<file path="src/rtl/e1tx_pkg.sv">
package e1tx_pkg;

  typedef enum logic [1:0] {
    SRC_ENC    = 2'd0,
    SRC_REMOTE = 2'd1,
    SRC_ONES   = 2'd2,
    SRC_OFF    = 2'd3
  } src_e;

  function automatic logic drv_enable(input logic pin_off, input logic reg_off,
                                      input logic host);
    return !(pin_off || (host && reg_off));
  endfunction

  function automatic src_e pick_src(input logic off, input logic ones,
                                    input logic remote);
    if (off)         return SRC_OFF;
    else if (ones)   return SRC_ONES;
    else if (remote) return SRC_REMOTE;
    else             return SRC_ENC;
  endfunction

  function automatic logic want_master(input logic ones, input logic clk_ok);
    return ones && !clk_ok;
  endfunction

endpackage

</file>
<file path="src/rtl/e1tx_bit_timer.sv">
module e1tx_bit_timer (
  input  logic clk,
  input  logic rst_n,
  input  logic tx_ce,
  input  logic mclk_ce,
  input  logic tx_clk_ok,
  input  logic want_mclk,
  output logic strobe,
  output logic use_mclk
);

  logic swap_ok;

  assign strobe  = use_mclk ? mclk_ce : tx_ce;
  assign swap_ok = strobe || (!use_mclk && !tx_clk_ok);

  always_ff @(posedge clk or negedge rst_n) begin
    if (!rst_n)       use_mclk <= 1'b0;
    else if (swap_ok) use_mclk <= want_mclk;
  end

  // source moves only at a bit boundary or when the transmit clock is dead
  p_src_boundary_r6: assert property (@(posedge clk) disable iff (!rst_n)
    (use_mclk != $past(use_mclk)) |->
      $past(use_mclk ? mclk_ce : (tx_ce || !tx_clk_ok)));

  // a pulse on the unused enable never produces a strobe
  p_unused_ce_r5: assert property (@(posedge clk) disable iff (!rst_n)
    (use_mclk && !mclk_ce) |-> !strobe);

endmodule

</file>
<file path="src/rtl/e1tx_ones_gen.sv">
module e1tx_ones_gen (
  input  logic clk,
  input  logic rst_n,
  input  logic strobe,
  input  logic episode,
  input  logic active,
  output logic mark_p,
  output logic mark_n
);

  logic pol_q;

  always_ff @(posedge clk or negedge rst_n) begin
    if (!rst_n)                 pol_q <= 1'b0;
    else if (!episode)          pol_q <= 1'b0;
    else if (strobe && active)  pol_q <= !pol_q;
  end

  assign mark_p = !pol_q;
  assign mark_n = pol_q;

  // polarity flips on every emitted mark
  p_pol_flip_r4: assert property (@(posedge clk) disable iff (!rst_n)
    (strobe && active && episode) |=> (mark_p != $past(mark_p)));

endmodule

</file>
<file path="src/rtl/e1tx_path_sel.sv">
module e1tx_path_sel
  import e1tx_pkg::*;
(
  input  logic clk,
  input  logic rst_n,
  input  logic tx_clk_ok,
  input  logic tx_ce,
  input  logic mclk_ce,
  input  logic enc_p,
  input  logic enc_n,
  input  logic lpbk_p,
  input  logic lpbk_n,
  input  logic sel_remote,
  input  logic all_ones,
  input  logic host_mode,
  input  logic drv_off_pin,
  input  logic drv_off_reg,
  output logic line_p,
  output logic line_n,
  output logic loop_p,
  output logic loop_n,
  output logic drv_en
);

  logic strobe, use_mclk, want_mclk;
  logic mark_p, mark_n;
  logic ones_active;
  logic path_p, path_n;
  logic nxt_p, nxt_n;
  src_e src;

  assign drv_en    = drv_enable(drv_off_pin, drv_off_reg, host_mode);
  assign src       = pick_src(!drv_en, all_ones, sel_remote);
  assign want_mclk = want_master(all_ones, tx_clk_ok);
  assign ones_active = (src == SRC_ONES);

  e1tx_bit_timer u_timer (
    .clk      (clk),
    .rst_n    (rst_n),
    .tx_ce    (tx_ce),
    .mclk_ce  (mclk_ce),
    .tx_clk_ok(tx_clk_ok),
    .want_mclk(want_mclk),
    .strobe   (strobe),
    .use_mclk (use_mclk)
  );

  e1tx_ones_gen u_ones (
    .clk    (clk),
    .rst_n  (rst_n),
    .strobe (strobe),
    .episode(all_ones),
    .active (ones_active),
    .mark_p (mark_p),
    .mark_n (mark_n)
  );

  // data path ahead of the override: feeds the local tap
  assign path_p = sel_remote ? lpbk_p : enc_p;
  assign path_n = sel_remote ? lpbk_n : enc_n;

  always_comb begin
    unique case (src)
      SRC_OFF:  begin nxt_p = 1'b0;   nxt_n = 1'b0;   end
      SRC_ONES: begin nxt_p = mark_p; nxt_n = mark_n; end
      default:  begin nxt_p = path_p; nxt_n = path_n; end
    endcase
  end

  always_ff @(posedge clk or negedge rst_n) begin
    if (!rst_n) begin
      line_p <= 1'b0;
      line_n <= 1'b0;
      loop_p <= 1'b0;
      loop_n <= 1'b0;
    end else if (strobe) begin
      line_p <= nxt_p;
      line_n <= nxt_n;
      loop_p <= path_p;
      loop_n <= path_n;
    end
  end

  // encoder data reaches the line one clock after a strobe
  p_enc_path_r2: assert property (@(posedge clk) disable iff (!rst_n)
    (strobe && drv_en && !all_ones && !sel_remote) |=>
      (line_p == $past(enc_p) && line_n == $past(enc_n)));

  // remote loopback data reaches the line
  p_remote_path_r3: assert property (@(posedge clk) disable iff (!rst_n)
    (strobe && drv_en && !all_ones && sel_remote) |=>
      (line_p == $past(lpbk_p) && line_n == $past(lpbk_n)));

  // override bits carry exactly one mark
  p_one_mark_r4: assert property (@(posedge clk) disable iff (!rst_n)
    (strobe && drv_en && all_ones) |=> ($countones({line_p, line_n}) == 1));

  // rails hold between strobes
  p_hold_r7: assert property (@(posedge clk) disable iff (!rst_n)
    !strobe |=> ($stable(line_p) && $stable(line_n) &&
                 $stable(loop_p) && $stable(loop_n)));

  // tap follows the selected data path, never the override
  p_tap_r8: assert property (@(posedge clk) disable iff (!rst_n)
    strobe |=> (loop_p == $past(sel_remote ? lpbk_p : enc_p) &&
                loop_n == $past(sel_remote ? lpbk_n : enc_n)));

  // driver enable equation
  p_drv_en_r9: assert property (@(posedge clk) disable iff (!rst_n)
    drv_en == !(drv_off_pin || (host_mode && drv_off_reg)));

  // driver off silences the rails
  p_off_zero_r10: assert property (@(posedge clk) disable iff (!rst_n)
    (strobe && !drv_en) |=> (!line_p && !line_n));

endmodule

</file>
<file path="config.mk">
export PLATFORM = sky130hd
export DESIGN_NAME = e1tx_path_sel
export DESIGN_NICKNAME = d
export VERILOG_FILES = /design/src/rtl/e1tx_pkg.sv /design/src/rtl/e1tx_bit_timer.sv /design/src/rtl/e1tx_ones_gen.sv /design/src/rtl/e1tx_path_sel.sv
export SDC_FILE = /design/constraint.sdc
export NUM_CORES = 1
export LEC_CHECK = 0
export BUFFER_PORTS_ARGS = -buffer_cell sky130_fd_sc_hd__buf_2
export CORE_AREA = 2 2 39 41
export DETAILED_ROUTE_END_ITERATION = 16
export DIE_AREA = 0 0 41 43
export PLACE_DENSITY_LB_ADDON = 0.08
export SKIP_CTS_REPAIR_TIMING = 1
export SLEW_MARGIN = 20
export SYNTH_ARGS = -nofsm -noshare
export SYNTH_HDL_FRONTEND = slang
export SYNTH_HIERARCHICAL = 1
export SYNTH_SLANG_ARGS = --single-unit
</file>
<file path="constraint.sdc">
create_clock -name clk -period 3.2 [get_ports clk]
set_input_delay 0.32 -clock clk [delete_from_list [all_inputs] [get_ports clk]]
set_output_delay 0.32 -clock clk [all_outputs]
set_load 0.03 [all_outputs]
</file>
==> results.json, run 1 <==
{
  "run_status": "finished clean",
  "final_core_util_pct": 34.18,
  "drc_errors": 0,
  "hp-class": "in2reg",
  "io-pin-count": 19,
  "grt_pass1_vias": 302,
  "worst_pin_slew_ns": 0.2640,
  "cts_tree": "built",
  "start_util_pct": 23.87,
  "synth_fp_nets": 46,
  "cts_buffer_depth": 2,
  "finalWirelength_um": 703,
  "drv_cap": 0,
  "fmaxAchievable_mhz": 808.5,
  "hold_violations": 0,
  "max_slew_margin_pct": 82.40,
  "slew_violations": 0,
  "power_density_mw_per_mm2": 458.9,
  "synth_area_leaders": "dfrtp_1 (45%), nand2b_1 (7.6%), mux2_2 (6.8%)",
  "yosysSeqAreaShare_pct": 45.45,
  "max_stage_delay_ns": 0.25,
  "dp_cells": 66,
  "worst-path-max-fanout": 4,
  "vdd_ir_drop_max_mv": 0.2141,
  "critPathSlowestCell": "a21oi_1",
  "arrival_ns": 0.92,
  "core-area_mm2": 0.001384,
  "netlist.area_leader.share_pct": 45.45,
  "antenna_found_initial": 0,
  "fin_crit_sh_pct": 38.65,
  "grt_pass1_wl_um": 1207,
  "drive_gt1_share_pct": 46.30,
  "drt_iter0_markers": 5,
  "rsz0062_at_grt": "false",
  "syn_to_final_growth_pct": 43.18,
  "die_y_um": 43,
  "syn_area_um2": 330.3,
  "dp_hpwl_um": 608.3,
  "synth.distinct_cells": 15,
  "postSynthCellCount": 32,
  "finalCriticalPeriod_ns": 1.237,
  "fillers": 146,
  "die_area_mm2": 0.001763,
  "cp_common_cell": "buf_2",
  "cts_root_buf": "clkbuf_4",
  "std_cell_rows": 14,
  "routabilityCongestion": 0.7070,
  "worstPathRequired_ns": 2.88,
  "dr.pass1.iters": 3,
  "clock_latency_ns": 0.24,
  "final.setup_skew_ns": 0.001795,
  "ant_nets": 0,
  "drt-vias-per-instance": 4.357,
  "path_cells": "buf_2, a21oi_1, buf_2",
  "grt_overflow": 0,
  "place_area_um2": 440.4,
  "power_leakage_nw": 0.2475,
  "stdcell_area_um2": 473.0,
  "setup_viol": 0,
  "path_class": "in2out",
  "grt_use_total_pct": 10.12,
  "path_clk_slew_ns": 0.04,
  "h-tree-depth": 1,
  "die_x_um": 41,
  "final_common_cell": "buf_2",
  "finalSetupTns_ns": 0,
  "numCtsBuffers": 3,
  "final_cell_mix": "buf_2 (18), dfrtp_1 (6), nand2b_1 (4)",
  "cts_num_sinks": 6,
  "avgSynthCellArea_um2": 10.32,
  "end_kind": "output pin",
  "startpoint_type": "input pin",
  "layoutNonFillerInstCount": 70,
  "synth_warnings": 6,
  "drt-wirelength-per-cell_um": 10.04,
  "ys_ff_latch": 6,
  "antenna_cells": 0,
  "vias": 305,
  "synth_top_cell_by_area": "dfrtp_1",
  "nets": 70,
  "grt_max_degree": 9,
  "port_buffers": 18
}
## layout make-up
type / count / area [um^2] / share of cell area [%]
tap: 16 / 20.02 / 4.233
sequential: 6 / 150.1 / 31.75
clock buffer: 3 / 22.52 / 4.762
multi-input combinational: 23 / 168.9 / 35.71
timing repair buffer: 19 / 100.1 / 21.16
inverter: 3 / 11.26 / 2.381
## worst max-delay path, delay by kind of cell
kind | cells | cell delay [ns]
AO/OA/AOI/OAI | 1 | 0.25
buffers and inverters | 2 | 0.34
## per-stage QoR
| step | power (mW) | hold slack [ns] | worst slack [ns] |
|---|---|---|---|
| 2_1_floorplan | 0.1278 | 0.02441 | 1.790 |
| 3_3_place_gp | 0.1495 | 0.1529 | 1.972 |
| 3_5_place_dp | 0.1512 | 0.1577 | 1.947 |
| 4_1_cts | 0.2221 | -0.1034 | 1.950 |
| 5_1_grt | 0.2322 | 0.2765 | 1.867 |
| 6_report | 0.2170 | 0.2756 | 1.963 |
## synthesized netlist by cell type (all sizes together)
library cell  count
and2              1
a41o              1
dfrtp             6
nand2             2
nor2b             2
mux2i             2
nor2              3
a221oi            1
mux2              3
o2111ai           1
nand2b            4
a21oi             2
inv               3
o21ai             1
## layer usage
metal	part of all wire (%)	global-route usage (%)
met1	43	12.87
met2	48	14.37
met3	9.2	1.571
met4	0	8.000
met5	0	0
## logic make-up (layout without fill, tap and decap cells)
| group | Yosys count | in the layout | share of synthesized area (%) |
|---|---|---|---|
| AND/OR/NAND/NOR | 12 | 12 | 18.94 |
| flip-flops | 6 | 6 | 45.45 |
| buffers and inverters | 3 | 25 | 3.409 |
| multiplexers | 5 | 5 | 17.42 |
| AO/OA/AOI/OAI | 6 | 6 | 14.77 |
## sequential cells by signal, indices dropped and copies added (netlist names)
register / cells
u_timer/use_mclk: 1
line_n: 1
loop_p: 1
loop_n: 1
line_p: 1
u_ones/mark_n: 1
## final timing paths
check,depth (start not counted),to,slack (ns),start
worst max-delay path,3,drv_en,1.96,host_mode
worst min-delay path,2,u_timer/use_mclk$_DFFE_PN0P_,0.28,mclk_ce
worst max register to register,2,loop_p$_DFFE_PN0P_,2.01,u_timer/use_mclk$_DFFE_PN0P_
worst min register to register,1,loop_p$_DFFE_PN0P_,0.50,loop_p$_DFFE_PN0P_
max in group asynchronous,2,loop_p$_DFFE_PN0P_,2.62,rst_n
min in group asynchronous,2,u_ones/mark_n$_DFFE_PN0P_,0.43,rst_n
## power breakdown
| group | leakage (nW) | total [mW] | switching [mW] | internal (mW) |
|---|---|---|---|---|
| Sequential | 0.0759 | 0.0892 | 0.00420 | 0.0850 |
| Combinational | 0.158 | 0.0606 | 0.0357 | 0.0248 |
| Clock | 0.0138 | 0.0673 | 0.0250 | 0.0423 |
| Total | 0.248 | 0.217 | 0.0649 | 0.152 |
(Power assumes the default switching activity.)
==> run 2: changes to the inputs <==
clock period = 1.2 ns   (was 3.2 ns; I/O delays follow)
==> run 2 against run 1 <==
Compared with the run above: sequential power increased to 2.7 times the previous value; total power rose to 2.7 times the previous value; first-iteration DRC count down 40%; routed wire length is 17% higher; critical endpoint is now loop_p$_DFFE_PN0P_; via count decreased by 0.66%; cell count did not move; final area is 1.6% higher; non-clock buffer count is the same; sequential share of layout area shrank 0.50 points; global-route usage grew 1.2 points; utilization increased by 0.54 points; count of clock-buffer cells in the layout unchanged.
==> results.json, run 2 (synthesis gave the netlist of run 1 again) <==
{
  "arrival_ns": 1.28,
  "path_class": "reg2reg",
  "core-area_mm2": 0.001384,
  "drt-wirelength-per-cell_um": 11.77,
  "power_leakage_nw": 0.2513,
  "p_sw_share_pct": 30.90,
  "power_frac_seq_pct": 40.4,
  "rsz0062_at_grt": "false",
  "worst-path-max-fanout": 8,
  "combPwrFrac_pct": 28.3,
  "hold_violations": 0,
  "clock_latency_ns": 0.24,
  "vias": 303,
  "dr.pass1.iters": 3,
  "vdd_ir_drop_max_mv": 0.4341,
  "grt_overflow": 0,
  "clockPowerShare_pct": 31.3,
  "max_stage_delay_ns": 0.40,
  "path_clk_slew_ns": 0.05,
  "end_kind": "register",
  "drt_iter0_markers": 3,
  "fillers": 158,
  "r2r_slack_ns": 0.05,
  "place_area_um2": 444.2,
  "drc_errors": 0,
  "numCtsBuffers": 3,
  "final_cell_mix": "buf_2 (18), dfrtp_1 (6), nand2b_1 (4)",
  "path_cells": "mux2_4, mux2_2",
  "power_density_mw_per_mm2": 1230,
  "io-pin-count": 19,
  "cts_num_sinks": 6,
  "startpoint_type": "register",
  "setup_viol": 0,
  "fin_crit_sh_pct": 95.93,
  "stdcell_area_um2": 480.5,
  "worst_pin_slew_ns": 0.1912,
  "die_y_um": 43,
  "die_area_mm2": 0.001763,
  "hp-class": "in2reg",
  "drive_gt1_share_pct": 48.15,
  "p_sw_mw": 0.1827,
  "start_util_pct": 23.87,
  "nets": 70,
  "final_common_cell": "buf_2",
  "critPathSlowestCell": "dfrtp_1",
  "grt_use_total_pct": 11.30,
  "worstPathRequired_ns": 1.33,
  "slew_violations": 0,
  "fmaxAchievable_mhz": 868.7,
  "h-tree-depth": 1,
  "final.setup_skew_ns": 0.003377,
  "drt-vias-per-instance": 4.329,
  "syn_to_final_growth_pct": 45.45,
  "grt_max_degree": 9,
  "finalWirelength_um": 824,
  "grt_pass1_vias": 313,
  "cts_buffer_depth": 2,
  "finalCriticalPeriod_ns": 1.151,
  "antenna_cells": 0,
  "std_cell_rows": 14,
  "antenna_found_initial": 0,
  "reg2reg_from": "u_timer/use_mclk$_DFFE_PN0P_",
  "critPathLaunch": "u_timer/use_mclk$_DFFE_PN0P_",
  "min-delay-start": "tx_clk_ok",
  "max_slew_margin_pct": 86.89,
  "grt_pass1_wl_um": 1200,
  "drv_cap": 0,
  "cts_tree": "built",
  "ant_nets": 0,
  "port_buffers": 18,
  "die_x_um": 41,
  "finalSetupTns_ns": 0,
  "p_int_mw": 0.4085,
  "routabilityCongestion": 0.7134,
  "cts_root_buf": "clkbuf_4",
  "run_status": "finished clean"
}
-- run 2: cell counts in the layout (fill, tap and decap cells not counted) --
No cell type changed its count.
-- run 2: per-layer routing --
layer	vias to the layer above	part of all wire, %	global-route usage [%]
met4	0	0	8.000
met2	8	52	17.50
met1	140	41	10.46
met3	0	6.7	6.283
met5	-	0	0
li1	155	-	-
-- run 2: worst paths after layout --
| check | end | depth (start not counted) |
|---|---|---|
| min in group asynchronous | loop_p$_DFFE_PN0P_ | 2 |
| setup reg to reg | loop_p$_DFFE_PN0P_ | 2 |
| hold reg to reg | line_p$_DFFE_PN0P_ | 2 |
| hold / removal | u_timer/use_mclk$_DFFE_PN0P_ | 2 |
| max in group asynchronous | u_ones/mark_n$_DFFE_PN0P_ | 2 |
| setup / recovery | loop_p$_DFFE_PN0P_ | 2 |
-- run 2: through the flow --
| stage | power (mW) | instances | hold WS (ns) | setup WS, ns | utilization [%] |
|---|---|---|---|---|---|
| 2_1_floorplan | 0.3414 | 32 | -0.1756 | 0.07070 | - |
| 3_3_place_gp | 0.4006 | 66 | -0.04685 | 0.03940 | 32.10 |
| 3_5_place_dp | 0.4062 | 66 | -0.04128 | 0.01253 | 32.10 |
| 4_1_cts | 0.6054 | 69 | -0.3119 | 0.01353 | 33.73 |
| 5_1_grt | 0.6419 | 70 | 0.05500 | 0.01921 | 34.72 |
| 6_report | 0.5912 | 70 | 0.07094 | 0.04881 | 34.72 |
-- run 2: area by class of cell --
class | count | area, um^2 | share of cell area, %
inverters | 3 | 11.26 | 2.344
flip-flops and latches | 6 | 150.1 | 31.25
repair buffers | 19 | 100.1 | 20.83
well taps | 16 | 20.02 | 4.167
multi-input cells | 23 | 176.4 | 36.72
clock buffers | 3 | 22.52 | 4.687
-- run 2: worst max-delay path, delay by kind of cell (launching register included) --
kind	cells	cell delay [ns]
muxes	2	0.64
DFF	1	0.40
-- run 2: power groups by stage --
stage	combinational, mW	clock [mW]	sequential, mW
after floorplan	0.0617	0	0.280
after global placement	0.160	0	0.241
after detailed placement	0.164	0	0.242
after CTS	0.165	0.202	0.239
after global routing	0.181	0.218	0.243
final	0.167	0.185	0.239
